--- src/rtl/mbx_irq_pkg.sv ---
package mbx_irq_pkg;
  localparam int REG_W         = 32;
  localparam int MBX_FIELD_LSB = 16;
  localparam int STAT_OFF      = 'h040;
  localparam int ENA_OFF       = 'h050;
  localparam int MBX_OFF       = 'h800;

  // Assemble a register word from the mailbox field and the IRQ field.
  function automatic logic [REG_W-1:0] place_fields(input logic [7:0] mbx_f,
                                                     input logic [15:0] irq_f);
    return {8'h00, mbx_f, irq_f};
  endfunction

  // Sticky flag next state: a set has priority over a clear.
  function automatic logic flag_next(input logic cur, input logic set, input logic clr);
    return set | (cur & ~clr);
  endfunction

  // Edge detector used for the request pulse.
  function automatic logic rising(input logic now, input logic prev);
    return now & ~prev;
  endfunction
endpackage

--- src/rtl/mbx_irq_sync.sv ---
module mbx_irq_sync #(
  parameter int WIDTH = 16
) (
  input  logic             clk,
  input  logic             rst_n,
  input  logic [WIDTH-1:0] async_in,
  output logic [WIDTH-1:0] sync_out
);
  logic [WIDTH-1:0] stage1_q;
  logic [WIDTH-1:0] stage2_q;

  always_ff @(posedge clk or negedge rst_n) begin
    if (!rst_n) begin
      stage1_q <= '0;
      stage2_q <= '0;
    end else begin
      stage1_q <= async_in;
      stage2_q <= stage1_q;
    end
  end

  assign sync_out = stage2_q;
endmodule

--- src/rtl/mbx_bank.sv ---
module mbx_bank
  import mbx_irq_pkg::*;
#(
  parameter int NUM_MBX = 8,
  parameter int DATA_W  = 32
) (
  input  logic              clk,
  input  logic              rst_n,
  input  logic [NUM_MBX-1:0] wr_sel,
  input  logic [DATA_W-1:0] wr_data,
  input  logic [NUM_MBX-1:0] clr_mask,
  output logic [DATA_W-1:0] slot_data [NUM_MBX],
  output logic [NUM_MBX-1:0] flags
);
  for (genvar n = 0; n < NUM_MBX; n++) begin : g_slot
    logic [DATA_W-1:0] data_q;
    logic              flag_q;

    always_ff @(posedge clk or negedge rst_n) begin
      if (!rst_n) begin
        data_q <= '0;
        flag_q <= 1'b0;
      end else begin
        if (wr_sel[n]) data_q <= wr_data;
        flag_q <= flag_next(flag_q, wr_sel[n], clr_mask[n]);
      end
    end

    assign slot_data[n] = data_q;
    assign flags[n]     = flag_q;
  end
endmodule

--- src/rtl/mbx_irq_gen.sv ---
module mbx_irq_gen
  import mbx_irq_pkg::*;
#(
  parameter int SRC_W = 24
) (
  input  logic             clk,
  input  logic             rst_n,
  input  logic [SRC_W-1:0] src,
  input  logic [SRC_W-1:0] ena,
  output logic             hit_any,
  output logic             level,
  output logic             pulse
);
  logic level_q;
  logic pulse_q;

  assign hit_any = |(src & ena);

  always_ff @(posedge clk or negedge rst_n) begin
    if (!rst_n) begin
      level_q <= 1'b0;
      pulse_q <= 1'b0;
    end else begin
      level_q <= hit_any;
      pulse_q <= rising(hit_any, level_q);
    end
  end

  assign level = level_q;
  assign pulse = pulse_q;
endmodule

--- src/rtl/mbx_irq_agg.sv ---
module mbx_irq_agg
  import mbx_irq_pkg::*;
#(
  parameter int NUM_MBX = 8,
  parameter int NUM_IRQ = 16,
  parameter int ADDR_W  = 12
) (
  input  logic              clk,
  input  logic              rst_n,
  input  logic [ADDR_W-1:0] bus_addr,
  input  logic              bus_we,
  input  logic [REG_W-1:0]  bus_wdata,
  output logic [REG_W-1:0]  bus_rdata,
  input  logic [NUM_IRQ-1:0] irq_in,
  output logic              irq_level,
  output logic              msg_req
);
  localparam int IDX_W = (NUM_MBX > 1) ? $clog2(NUM_MBX) : 1;
  localparam int SRC_W = NUM_MBX + NUM_IRQ;
  localparam logic [ADDR_W-1:0] STAT_A    = ADDR_W'(STAT_OFF);
  localparam logic [ADDR_W-1:0] ENA_A     = ADDR_W'(ENA_OFF);
  localparam logic [ADDR_W-1:0] MBX_BASE_A = ADDR_W'(MBX_OFF);
  localparam logic [ADDR_W-1:0] MBX_END_A  = ADDR_W'(MBX_OFF + 4 * NUM_MBX);

  // Address decode
  logic             sel_stat;
  logic             sel_ena;
  logic             sel_mbx;
  logic [IDX_W-1:0] mbx_idx;

  assign sel_stat = (bus_addr == STAT_A);
  assign sel_ena  = (bus_addr == ENA_A);
  assign sel_mbx  = (bus_addr >= MBX_BASE_A) && (bus_addr < MBX_END_A) &&
                    (bus_addr[1:0] == 2'b00);
  assign mbx_idx  = IDX_W'((bus_addr - MBX_BASE_A) >> 2);

  // Write events brought out for the checker
  logic [NUM_MBX-1:0] mbx_wr;
  logic [NUM_MBX-1:0] w1c_mask;

  always_comb begin
    for (int n = 0; n < NUM_MBX; n++) begin
      mbx_wr[n] = bus_we && sel_mbx && (mbx_idx == IDX_W'(n));
    end
    w1c_mask = (bus_we && sel_stat) ? bus_wdata[MBX_FIELD_LSB +: NUM_MBX] : '0;
  end

  // Mailboxes and sticky flags
  logic [REG_W-1:0]   mbx_data [NUM_MBX];
  logic [NUM_MBX-1:0] flags;

  mbx_bank #(.NUM_MBX(NUM_MBX), .DATA_W(REG_W)) bank_i (
    .clk      (clk),
    .rst_n    (rst_n),
    .wr_sel   (mbx_wr),
    .wr_data  (bus_wdata),
    .clr_mask (w1c_mask),
    .slot_data(mbx_data),
    .flags    (flags)
  );

  // Live IRQ levels after synchronisation
  logic [NUM_IRQ-1:0] irq_sync;

  mbx_irq_sync #(.WIDTH(NUM_IRQ)) sync_i (
    .clk     (clk),
    .rst_n   (rst_n),
    .async_in(irq_in),
    .sync_out(irq_sync)
  );

  // Enable register
  logic [NUM_MBX-1:0] en_mbx_q;
  logic [NUM_IRQ-1:0] en_irq_q;

  always_ff @(posedge clk or negedge rst_n) begin
    if (!rst_n) begin
      en_mbx_q <= '0;
      en_irq_q <= '0;
    end else if (bus_we && sel_ena) begin
      en_mbx_q <= bus_wdata[MBX_FIELD_LSB +: NUM_MBX];
      en_irq_q <= bus_wdata[NUM_IRQ-1:0];
    end
  end

  // Interrupt generation
  logic hit_any;

  mbx_irq_gen #(.SRC_W(SRC_W)) gen_i (
    .clk    (clk),
    .rst_n  (rst_n),
    .src    ({flags, irq_sync}),
    .ena    ({en_mbx_q, en_irq_q}),
    .hit_any(hit_any),
    .level  (irq_level),
    .pulse  (msg_req)
  );

  // Read mux
  logic [REG_W-1:0] stat_word;
  logic [REG_W-1:0] ena_word;

  assign stat_word = place_fields(8'(flags), 16'(irq_sync));
  assign ena_word  = place_fields(8'(en_mbx_q), 16'(en_irq_q));

  always_comb begin
    bus_rdata = '0;
    if (sel_stat)      bus_rdata = stat_word;
    else if (sel_ena)  bus_rdata = ena_word;
    else if (sel_mbx)  bus_rdata = mbx_data[mbx_idx];
  end
endmodule

--- config.mk ---
export PLATFORM = sky130hd
export DESIGN_NAME = mbx_irq_agg
export DESIGN_NICKNAME = d
export VERILOG_FILES = /design/src/rtl/mbx_irq_pkg.sv /design/src/rtl/mbx_irq_sync.sv /design/src/rtl/mbx_bank.sv /design/src/rtl/mbx_irq_gen.sv /design/src/rtl/mbx_irq_agg.sv
export SDC_FILE = /design/constraint.sdc
export NUM_CORES = 1
export LEC_CHECK = 0
export BUFFER_PORTS_ARGS = -buffer_cell sky130_fd_sc_hd__buf_2
export CORE_ASPECT_RATIO = 1.2
export CORE_MARGIN = 2
export CORE_UTILIZATION = 30
export CTS_CLUSTER_SIZE = 8
export DETAILED_ROUTE_END_ITERATION = 8
export SYNTH_ARGS = -nofsm -noshare
export SYNTH_HDL_FRONTEND = slang
export SYNTH_SLANG_ARGS = --single-unit
--- constraint.sdc ---
create_clock -name clk -period 2.25 [get_ports clk]
set_input_delay 0.45 -clock clk [delete_from_list [all_inputs] [get_ports clk]]
set_output_delay 0.45 -clock clk [all_outputs]
set_load 0.01 [all_outputs]
==> summary.md <==
| Metric | Value |
|---|---|
| Outcome | `finished with violations` |
| Violated checks | `setup timing` |
| Core ar. | `47790 sq um` |
| Worst Setup SP | `bank_i.g_slot[7].data_q[2]` |
| Most frequent cells in the layout | `dfrtp_1 (322), mux2_2 (244), buf_2 (91)` |
| Synth Area in Simple Gates | `0.03124` |
| Iter 0 DRT Violations | `478` |
| Layout area overhead | `28.74%` |
| PwrDens | `691.1 nW/um^2` |
| Xor and xnor area share after synthesis | `0` |
| Worst vdd ir | `0.4952 mV` |
| DR pass1 iterations | `4` |
| Period Utilization, post-route | `1.133` |
| Final instance area | `18560 sq um` |
| # setup viols final | `32` |
| Worst skew pair latency | `0.56 ns` |
| Syn Area/Cell | `15.69 sq um` |
| Vias per cell | `5.002` |
| Fmax achieved | `392.2 MHz` |
| Yosys reg bits | `322` |
| Antenna-violating nets left | `0` |
| Root buffer cell | `clkbuf_16` |
| Crit path cell chain | `mux4_2, mux2_4, a22oi_2, a21oi_2, buf_2` |
| Initial antenna violation count | `3` |
| R2R Path End | `gen_i.pulse` |
| Via count | `8768` |
| Lkg Pwr | `0.009057 uW` |
| # IOs | `97` |
| Synth Area in Compound Gates | `0.03038` |
| Worst R2R Setup Slack | `0.36 ns` |
| Post-synth cell types | `34` |
| Synth Flop Type | `dfrtp_1` |
| CTS tree | `done` |
| FF-to-FF path depth | `4` |
| Die width | `204.1 um` |
| Sequential fraction of the synthesis area | `0.5589` |
| Psw | `2847 uW` |
| # nets final | `1180` |
| Post-synth EDFFs | `0` |
| Fin crit period | `2.550 ns` |
| Dpl hpwl | `23970 um` |
| Cells after synthesis | `919` |
| Starting Density | `0.3017` |
| Placed insts | `1660` |
| CTS sink count | `322` |
| Highest Signal Layer | `met4` |
| IO Port Bufs | `96` |
| Global-route wire length before repair | `58930 um` |
| Slew headroom | `0.6519` |
| Row cnt | `88` |
| Clock power share | `0.492` |
| TritonCTS Buffers | `47` |
| Wire length on met2 | `19260 um` |
| Share of post-route cells with drive strength above 1 | `0.6096` |
| Die Y | `244.1 um` |
| Vias in the first global route | `9562` |
| Die Area | `49830 sq um` |
| Worst setup slack after layout | `-0.2997 ns` |
| Post-synthesis mux area share | `0.3505` |
| Worst-path fanout max | `2` |
| Syn. warnings | `0` |
| Filler Cell Count | `4465` |
| Gpl congestion | `0.7329` |
| CP Data Arrival Time | `2.10 ns` |
| Hold Worst Slack | `0.2196 ns` |
| H-tree Lvls | `2` |
| Hold WC Path Type | `input port to register` |
| Critical Path Slowest Stage Cell | `mux4_2` |
| Total power | `12830 uW` |
| DR DRC count | `0` |
| Max_cap viols | `0` |
| Setup crit end | `bus_rdata[2]` |
| Crit path capture type | `primary output` |
| Commonest non-fill, non-tap cell in the layout | `dfrtp_1` |
| Int Pwr | `9979 uW` |
| Post-DR wirelength/cell | `22.14 um` |
| Synth Area in Adders | `0` |
| Setup CP Type | `register to primary output` |
| Comb power frac | `0.048` |
| Netlist Area Pre-Place | `14420 sq um` |
| Total grt overflow | `0` |
| Sw Share | `0.2220` |
| Finished Layout Cells | `1753` |
| Largest net degree at the start of global routing | `61` |
| Setup Slack @ Placement | `-0.4615 ns` |
| Met3 WL | `1776 um` |
| Req. time, crit path | `1.80 ns` |
| CTS clk-pin slew, worst paths | `0.05 ns` |
| Largest family of logic cells by synthesized area | `multiplexers` |
| RSZ-0062 raised after global routing | `yes` |
| RR Startpoint | `en_irq_q[0]` |
| Actual slew at the worst max-slew pin | `0.5222 ns` |
| Clock Skew | `0.01581 ns` |
| Final hold violation count | `0` |
| Drt total wl | `38810 um` |
| Dpl cell area | `16410 sq um` |
| Slew Limit Fails | `0` |
| CTS max path bufs | `3` |
| Syn Nets | `982` |
| Asr flop ratio synth | `1.000` |
| Met1 WL | `16990 um` |
| Total GRT Usage | `0.1568` |
| Largest stage delay on the critical path | `0.48 ns` |
| Startpoint types | `register` |
| Register share of total power | `0.459` |
[critical path, delay by kind of cell (launching register included)]
family / cells / cell delay [ns]
AOI/OAI and AO/OA: 2 / 0.25
buffers and inverters: 1 / 0.15
DFF: 1 / 0.39
muxes: 2 / 0.76
[worst min path at each step]
stage                       start  slack [ns]  cells past startpoint                          end
2_1_floorplan               rst_n        0.15                      0   bank_i.g_slot[0].data_q[0]
3_3_place_gp   sync_i.stage1_q[4]        0.33                      0           sync_i.sync_out[4]
3_5_place_dp   sync_i.stage1_q[3]        0.33                      0           sync_i.sync_out[3]
4_1_cts             bus_wdata[26]        0.19                      2  bank_i.g_slot[1].data_q[26]
5_1_grt             bus_wdata[26]        0.21                      2  bank_i.g_slot[5].data_q[26]
6_report            bus_wdata[26]        0.22                      2  bank_i.g_slot[1].data_q[26]
[routing by layer]
layer / track usage / vias up
met2: 0.2636 / 193
met3: 0.03012 / 61
li1: - / 3808
met5: 0 / -
met4: 0.04390 / 0
met1: 0.2056 / 4706
[Yosys cell counts (11+ instances only)]
master    count  area (sq um)
mux4_2       64          1441
nor2_1       33         123.9
mux2_4       29         435.4
a22oi_1      36         270.3
a21oi_1      24         120.1
nand2_1      19         71.32
buf_2        27         135.1
dfrtp_1     322          8058
mux2_1       11         123.9
buf_4        13         97.59
clkbuf_1     15         56.30
mux2_2      264          2973
[sequential cells by signal (all words and copies together), names as in the netlist]
signal / count
sync_i.stage1_q: 16
sync_i.sync_out: 16
en_irq_q: 16
gen_i.level: 1
bank_i.g_slot.flag_q: 8
en_mbx_q: 8
bank_i.g_slot.data_q: 256
gen_i.pulse: 1
[cells by family (layout without fill, tap and decap cells)]
| family | after synthesis | count (layout) |
|---|---|---|
| simple gates | 79 | 79 |
| buf+inv | 73 | 276 |
| mux | 376 | 376 |
| flops | 322 | 322 |
| compound gates | 69 | 69 |
| other cells | 0 | 1 |
[what timing repair did]
| item | in CTS | in global routing |
|---|---|---|
| cloned | 4 | 3 |
| pin swaps | 18 | 14 |
| buffers inserted | 9 | 9 |
| endpoints found under the hold margin | 66 | 0 |
| resized for setup | 66 | 21 |
| endpoints found under the setup margin | 32 | 32 |
| hold buffers | 17 | 0 |
[per-stage QoR]
| stage | utilization | TNS [ns] |
|---|---|---|
| after floorplan | - | -1.071 |
| after global placement | 0.3434 | -30.98 |
| after detailed placement | 0.3434 | -34.78 |
| after CTS | 0.3836 | -7.054 |
| after global routing | 0.3883 | -8.379 |
| final | 0.3884 | -6.087 |
[final cells by class]
type / count / area [sq um] / area share
clock inverters: 5 / 68.82 / 0.003708
well taps: 630 / 788.3 / 0.04247
flip-flops and latches: 322 / 8058 / 0.4342
multi-input cells: 524 / 6275 / 0.3381
clock buffers: 49 / 1205 / 0.06492
repair buffers: 222 / 2162 / 0.1165
diodes: 1 / 2.502 / 0.0001348
[power by group through the flow]
stage / sequential [uW] / combinational (uW) / clock [uW]
3_3_place_gp: 5980 / 547 / 0
4_1_cts: 5890 / 623 / 6490
6_report: 5890 / 621 / 6320
2_1_floorplan: 5970 / 208 / 0
5_1_grt: 5890 / 683 / 6750
3_5_place_dp: 5980 / 557 / 0
(Power assumes the default switching activity.)
